$ cat src/rtl/xcfg_pkg.sv
package xcfg_pkg;
  typedef enum logic [1:0] {
    REG_PROD = 2'd0,
    REG_SIZE = 2'd1,
    REG_BASE = 2'd2,
    REG_SHUT = 2'd3
  } reg_idx_e;

  function automatic logic [7:0] size_byte(input logic io, input logic [2:0] code);
    return {io, 4'b0000, code};
  endfunction
endpackage

$ cat src/rtl/xcfg_id_regs.sv
module xcfg_id_regs #(
  parameter int DATA_W = 8,
  parameter logic [DATA_W-1:0] PRODUCT = 8'hA7,
  parameter logic [2:0] SIZE_CODE = 3'd2,
  parameter bit IS_IO = 1'b0
) (
  input  logic              clk,
  input  logic              rst,
  input  logic              cfg_rd,
  input  logic              idx_ok,
  input  logic [1:0]        idx,
  output logic [DATA_W-1:0] rdata,
  output logic              cfg_hit
);
  import xcfg_pkg::*;

  logic [DATA_W-1:0] rd_mux;

  always_comb begin
    rd_mux = '0;
    if (idx_ok) begin
      unique case (reg_idx_e'(idx))
        REG_PROD: rd_mux = PRODUCT;
        REG_SIZE: rd_mux = DATA_W'(size_byte(IS_IO, SIZE_CODE));
        default:  rd_mux = '0;
      endcase
    end
  end

  always_ff @(posedge clk) begin
    if (rst) begin
      rdata   <= '0;
      cfg_hit <= 1'b0;
    end else begin
      cfg_hit <= cfg_rd;
      rdata   <= cfg_rd ? rd_mux : '0;
    end
  end
endmodule

$ cat src/rtl/xcfg_state.sv
module xcfg_state #(
  parameter int BHW = 8
) (
  input  logic           clk,
  input  logic           rst,
  input  logic           cfg_wr,
  input  logic [1:0]     idx,
  input  logic [BHW-1:0] wbase,
  output logic           cfgd,
  output logic           dec_en,
  output logic [BHW-1:0] base_hi
);
  import xcfg_pkg::*;

  always_ff @(posedge clk) begin
    if (rst) begin
      cfgd    <= 1'b0;
      dec_en  <= 1'b0;
      base_hi <= '0;
    end else if (cfg_wr) begin
      if (reg_idx_e'(idx) == REG_BASE) begin
        base_hi <= wbase;
        dec_en  <= 1'b1;
        cfgd    <= 1'b1;
      end else if (reg_idx_e'(idx) == REG_SHUT) begin
        cfgd    <= 1'b1;
      end
    end
  end
endmodule

$ cat src/rtl/xcfg_decode.sv
module xcfg_decode #(
  parameter int ADDR_W   = 24,
  parameter int MIN_LOG2 = 16,
  parameter int SZ_LOG   = 18,
  localparam int BHW = ADDR_W - MIN_LOG2
) (
  input  logic              clk,
  input  logic              rst,
  input  logic              dec_en,
  input  logic [BHW-1:0]    base_hi,
  input  logic [ADDR_W-1:0] addr,
  input  logic              acc,
  output logic              sel
);
  logic [ADDR_W:0] lo, hi, a_ext;
  logic            in_rng;

  always_comb begin
    lo     = {1'b0, base_hi, {MIN_LOG2{1'b0}}};
    hi     = lo + ((ADDR_W+1)'(1) << SZ_LOG);
    a_ext  = {1'b0, addr};
    in_rng = (a_ext >= lo) && (a_ext < hi);
  end

  always_ff @(posedge clk) begin
    if (rst) sel <= 1'b0;
    else     sel <= dec_en && acc && in_rng;
  end
endmodule

$ cat src/rtl/xcfg_card.sv
module xcfg_card #(
  parameter int ADDR_W   = 24,
  parameter int DATA_W   = 8,
  parameter int WIN_W    = 8,
  parameter int MIN_LOG2 = 16,
  parameter logic [ADDR_W-1:0] CFG_BASE = 24'hE80000,
  parameter logic [DATA_W-1:0] PRODUCT  = 8'hA7,
  parameter logic [2:0] SIZE_CODE = 3'd2,
  parameter bit IS_IO = 1'b0
) (
  input  logic              clk,
  input  logic              rst,
  input  logic [ADDR_W-1:0] addr,
  input  logic              rd,
  input  logic              wr,
  input  logic [DATA_W-1:0] wdata,
  output logic [DATA_W-1:0] rdata,
  output logic              cfg_hit,
  output logic              sel,
  input  logic              chain_in,
  output logic              chain_out
);
  localparam int BHW    = ADDR_W - MIN_LOG2;
  localparam int SZ_LOG = MIN_LOG2 + int'(SIZE_CODE);

  logic           in_win, idx_ok, active, cfg_rd, cfg_wr;
  logic           cfgd, dec_en;
  logic [1:0]     idx;
  logic [BHW-1:0] base_hi;

  assign in_win = addr[ADDR_W-1:WIN_W] == CFG_BASE[ADDR_W-1:WIN_W];
  assign idx_ok = addr[WIN_W-1:2] == '0;
  assign idx    = addr[1:0];
  assign active = chain_in && !cfgd && in_win;
  assign cfg_rd = rd && active;
  assign cfg_wr = wr && !rd && active && idx_ok;

  xcfg_id_regs #(
    .DATA_W(DATA_W), .PRODUCT(PRODUCT), .SIZE_CODE(SIZE_CODE), .IS_IO(IS_IO)
  ) u_id (
    .clk(clk), .rst(rst), .cfg_rd(cfg_rd), .idx_ok(idx_ok), .idx(idx),
    .rdata(rdata), .cfg_hit(cfg_hit)
  );

  xcfg_state #(.BHW(BHW)) u_state (
    .clk(clk), .rst(rst), .cfg_wr(cfg_wr), .idx(idx), .wbase(wdata[BHW-1:0]),
    .cfgd(cfgd), .dec_en(dec_en), .base_hi(base_hi)
  );

  xcfg_decode #(.ADDR_W(ADDR_W), .MIN_LOG2(MIN_LOG2), .SZ_LOG(SZ_LOG)) u_dec (
    .clk(clk), .rst(rst), .dec_en(dec_en), .base_hi(base_hi), .addr(addr),
    .acc(rd | wr), .sel(sel)
  );

  assign chain_out = cfgd;
endmodule

$ cat config.mk
export PLATFORM = sky130hd
export DESIGN_NAME = xcfg_card
export DESIGN_NICKNAME = d
export VERILOG_FILES = /design/src/rtl/xcfg_pkg.sv /design/src/rtl/xcfg_id_regs.sv /design/src/rtl/xcfg_state.sv /design/src/rtl/xcfg_decode.sv /design/src/rtl/xcfg_card.sv
export SDC_FILE = /design/constraint.sdc
export NUM_CORES = 1
export LEC_CHECK = 0
export BUFFER_PORTS_ARGS = -buffer_cell sky130_fd_sc_hd__buf_4
export CAP_MARGIN = 20
export CORE_ASPECT_RATIO = 1.5
export CORE_MARGIN = 3
export CORE_UTILIZATION = 25
export DETAILED_ROUTE_END_ITERATION = 10
export GPL_TIMING_DRIVEN = 0
export PLACE_DENSITY_LB_ADDON = 0.25
export SKIP_CTS_REPAIR_TIMING = 1
export SYNTH_ARGS = -nofsm -noshare
export SYNTH_HDL_FRONTEND = slang
export SYNTH_SLANG_ARGS = --single-unit
$ cat constraint.sdc
create_clock -name clk -period 2 [get_ports clk]
set_input_delay 0.1 -clock clk [delete_from_list [all_inputs] [get_ports clk]]
set_output_delay 0.1 -clock clk [all_outputs]
set_load 0.03 [all_outputs]
After elaboration in Yosys (flattened, before gate mapping)
Index checks and enable logic that the tools add are counted.
{"block": "classes", "n_addsub": 1, "mux": 3, "order_cmp": 2, "bitwise": 3, "n_reduce_logical": 17, "n_eq_ne": 4}
{"op": "24-bit by 19-bit adder with 25-bit output (second input constant)", "n": 1}
{"op": "24-bit by 25-bit < comparator with 1-bit output", "n": 1}
{"op": "24-bit greater-or-equal comparator", "n": 1}
{"op": "16-bit equality test (second input constant)", "n": 1}
{"op": "8-bit case mux with 2 select lines", "n": 1}
{"op": "1-bit logical AND", "n": 9}
{"op": "6-bit logical NOT", "n": 1}
{"op": "2-bit equality test (second input constant)", "n": 2}
{"op": "2-bit AND reduction", "n": 2}
{"op": "3-bit OR reduction", "n": 1}
{"op": "2-bit by 1-bit equality test with 1-bit output (second input constant)", "n": 1}
{"op": "1-bit logical NOT", "n": 2}
{"op": "2-bit logical NOT", "n": 1}
{"op": "1-bit 2-to-1 mux", "n": 2}
{"op": "1-bit inverter", "n": 2}
{"op": "2-bit nonzero test", "n": 1}
{"op": "1-bit OR", "n": 1}
{"block": "word_totals", "reg_bits": 20, "elab_cells": 36}

Longest topological paths before layout
{"block": "logic_depth", "ltp_word": 6, "ltp_mapped": 9, "mapped_depth_nobuf": 9}

Hierarchy
Synthesis repeated with hierarchy kept, for this count alone.
{"block": "hier_totals", "cells_unflattened": 129, "area_unflattened_um2": 1168.6}
{"module": "xcfg_decode", "n_inst": 1, "seq_area_each_um2": 20.0, "cells_each": 63, "area_per_inst_um2": 510.5}
{"module": "xcfg_state", "n_inst": 1, "seq_area_each_um2": 200.2, "cells_each": 40, "area_per_inst_um2": 424.2}
{"module": "xcfg_id_regs", "n_inst": 1, "seq_area_each_um2": 60.1, "cells_each": 13, "area_per_inst_um2": 137.6}
{"module": "xcfg_card", "n_inst": 1, "seq_area_each_um2": 0.0, "cells_each": 13, "area_per_inst_um2": 96.3}

Worst setup path after synthesis
Ideal clock, no wire load.
{"block": "synth_timing", "kind": "reg-to-reg", "startpoint": "register u_state.base_hi[2]", "endpoint": "register u_dec.sel", "stages_incl_launch_ff": 10, "n_path_buf": 0, "setup_time_ns": 0.091, "period_less_slack_ns": 1.787, "setup_slack_ns": 0.213, "arrival_ns": 1.697, "path_cell_list": "dfxtp_1 > ha_1 > nand3_1 > xnor2_1 > ha_1 > nand2_1 > nor2_1 > a211oi_1 > o21ai_0 > a311oi_1"}
{"block": "synth_between", "elab_chain_len": 4, "elab_cells_between_ends": 5, "cone_classes": "1 x add/sub; 2 x order compare; 2 x reduce/logical"}
{"item": "from (decl)", "line_no": "xcfg_state.sv:11", "source": "output logic [BHW-1:0] base_hi"}
{"item": "from (signal assigned)", "line_no": "xcfg_state.sv:22", "source": "base_hi <= wbase;"}
{"item": "24-bit by 19-bit adder with 25-bit output", "line_no": "xcfg_decode.sv:20", "source": "hi = lo + ((ADDR_W+1)'(1) << SZ_LOG);"}
{"item": "24-bit by 25-bit < comparator with 1-bit output", "line_no": "xcfg_decode.sv:22", "source": "in_rng = (a_ext >= lo) && (a_ext < hi);"}
{"item": "1-bit logical AND (*)", "line_no": "xcfg_decode.sv:22"}
{"item": "1-bit logical AND (*)", "line_no": "xcfg_decode.sv:27", "source": "else sel <= dec_en && acc && in_rng;"}
{"item": "to (signal assigned)", "line_no": "xcfg_decode.sv:27"}
{"item": "to (decl)", "line_no": "xcfg_decode.sv:13", "source": "output logic sel"}
Mark *: on every way between the ends. The rest lies on a longest branch, timed or not.
A chain may end at the register's enable or synchronous reset.

Final worst setup path
Same ends and word-level chain as after synthesis.

==> run_results.csv <==
group,metric,value,unit
outcome,status,"finished clean",
floorplanning,die_width,58.7,µm
floorplanning,die_y,85.0,µm
drt,ant_nets,0,
placement,portBuffers,43,
critical_path,reg2reg_from,"u_state.base_hi[2]",
power,powerDensity,454,nW/µm²
grt,gr-total-overflow,0,
critical_path,required,2.13,ns
placement,place_inst,211,
drt,drt_iter0_markers,14,
timing,slew_violations,0,
critical_path,critPathLaunch,"u_state.base_hi[2]",
clocking,cts_buffers,3,
timing,fin_skew,0.00454,ns
finish,syn2layout_area_growth,43.7,%
synthesis,netlist_area,1040,µm²
synthesis,ys_types,34,
critical_path,r2r_end,"u_dec.sel",
timing,period_share,93.7,%
clocking,clock_latency,0.25,ns
synthesis,synth-edff-count,0,
placement,place.gp.congestion,0.803,
grt,grt_pass1_wl,4360,µm
critical_path,crit_path_cell_trace,"inv_1, ha_1, and3b_1, a2111oi_0, o221ai_1, a21oi_1, a311oi_1",
critical_path,cp_max_fo,5,
synthesis,synth_ff_type,"dfxtp_1",
hold_path,holdPathStages,2,
timing,rsz0062_at_grt,"false",
synthesis,yosysWarnings,0,
floorplanning,boundaryPins,48,
critical_path,r2r_slack,0.13,ns
critical_path,max_stage_delay,0.41,ns
drt,drt_pass1_iterations,2,
run,drv_cap,0,
clocking,htreeDepth,1,
synthesis,yosysTopAreaCell,"dfxtp_1",
timing,hold_viol,0,
power,total_power,679,µW
timing,setup_viol,0,
clocking,clock-sinks,14,
critical_path,critical_path_class,"reg2reg",
critical_path,endpoint_kind,"flop",
drt,wl_per_cell,12.5,µm
synthesis,ys_ff_latch,14,
timing,period_needed,1.87,ns
drt,routed-via-count,1005,
drt,wl,2680,µm
critical_path,critPathLaunchType,"flop",
finish,final_util,37.7,%
grt,grt_use_total,10.9,%
synthesis,netlist_top_cells_area,"dfxtp_1 27%, ha_1 18%, mux2i_1 7.7%",
clocking,cts_buffer_depth,2,
finish,diodes,0,
grt,grt_start_max_net_pins,11,
timing,fmax,534,MHz
critical_path,endpoint,"u_dec.sel",
critical_path,reg2reg_depth,7,
synthesis,synth_top_area_share,27.0,%
placement,dp_hpwl,2320,µm
floorplanning,start_util,26.3,%
drt,vias_per_cell,4.67,
power,p_leak,0.000636,µW
clocking,cts.clk_slew.worst_paths,0.06,ns
clocking,cts-root-buf,"clkbuf_8",
critical_path,cp_slowest_cell,"a2111oi_0",
finish,fin_cells,215,
grt,grt_pass1_vias,1067,
grt,antenna_found_initial,0,
synthesis,synthArstFlopShare,0,%
floorplanning,rows,28,
power,ir_drop,0.370,mV
floorplanning,design.core.area,3960,µm²
synthesis,avgSynthCellArea,8.59,µm²
critical_path,worst_ep_arrival_time,2.00,ns
finish,nets,223,
synthesis,synth_cells,121,
finish,drive_gt1_share,35.9,%
hold_path,hold_class,"in2reg",
clocking,cts_tree,"yes",
drt,drc,0,
floorplanning,dieArea,4980,µm²
synthesis,synth-seq-area-share,27.0,%
-- area by class of cell --
cell class,count,area (µm²)
Fill cell,432,2460
Buffer,8,60.1
Timing Repair Buffer,43,323
Sequential cell,14,285
Tap cell,45,56.3
Inverter,11,41.3
Multi-Input combinational cell,90,673
Clock buffer,4,55.1
-- report_power, final --
group          internal (µW)  switching, µW
Combinational           69.3           52.5
Clock                    174            105
Sequential               277      0.0000199
-- metrics by stage --
step / hold WS [ns] / cell area, µm² / TNS, ns / setup WS, ns
6_report: 0.0380 / 1490 / 0 / 0.126
5_1_grt: 0.0502 / 1490 / 0 / 0.0210
4_1_cts: 0.0429 / 1480 / -0.0571 / -0.0571
3_5_place_dp: 0.299 / 1430 / -0.0474 / -0.0474
3_3_place_gp: 0.292 / 1430 / -0.0263 / -0.0263
2_1_floorplan: 0.172 / 1050 / 0 / 0.213
-- synthesized netlist by cell type (all sizes together), types with 2 or more instances --
cell / instances
dfxtp: 14
nor2: 16
nand3: 4
inv: 11
nor3: 2
xnor2: 4
a21oi: 5
mux2i: 8
nand2: 7
o21ai: 2
ha: 15
nor4: 4
buf: 7
nand4: 3
nor2b: 2
-- cells by family (layout without fill, tap and decap cells) --
logic type	Yosys count	count (layout)	share of synthesized area (%)
other cells	1	3	0.361
mux	8	8	7.70
xor+xnor	4	4	3.37
flops	14	14	27.0
simple gates	47	47	25.6
compound gates	13	13	8.18
buf+inv	19	66	9.75
fa+ha+maj	15	15	18.1
-- worst min-delay path by stage --
| stage | start | slack, ns | endpoint |
|---|---|---|---|
| global placement | addr[0] | 0.29 | u_id.rdata[5] |
| finish | addr[0] | 0.04 | u_id.rdata[5] |
| detailed placement | addr[0] | 0.30 | u_id.rdata[5] |
| global route | addr[0] | 0.05 | u_id.rdata[5] |
| CTS | addr[0] | 0.04 | u_id.rdata[5] |
| floorplan | addr[0] | 0.17 | u_id.rdata[5] |
-- flip-flops by register name (all words and copies together), names as in the netlist --
signal / flops
u_id.rdata: 2
u_dec.sel: 1
u_id.cfg_hit: 1
u_state.base_hi: 8
u_state.cfgd: 1
u_state.dec_en: 1
-- cell usage in the layout (no fill, tap or decap), drive strengths merged, types with 2 or more instances in the layout --
master  Yosys  layout
nor2b       2       2
nand4       3       3
conb        1       3
nand2       7       7
dfxtp      14      14
a21oi       5       5
inv        11      11
o21ai       2       2
clkbuf      1       5
mux2i       8       8
nor2       16      16
nand3       4       4
ha         15      15
xnor2       4       4
nor4        4       4
buf         7      50
nor3        2       2
-- worst max-delay path: cells and delay by family, from the launching register on --
kind,cells,cell delay (ns)
flip-flops,1,0.37
adder cells (fa/ha/maj),1,0.31
buffers and inverters,1,0.05
AND/OR/NAND/NOR,1,0.19
AO/OA/AOI/OAI,4,0.84
-- layer usage --
metal / vias up / part of all wire (%) / GRT usage, %
met5: - / 0 / 0
met4: 0 / 0.52 / 1.86
met3: 2 / 8.9 / 2.44
met2: 34 / 55 / 21.7
met1: 451 / 36 / 11.2
li1: 518 / - / -
No activity file was read; power rests on OpenSTA's default activity.
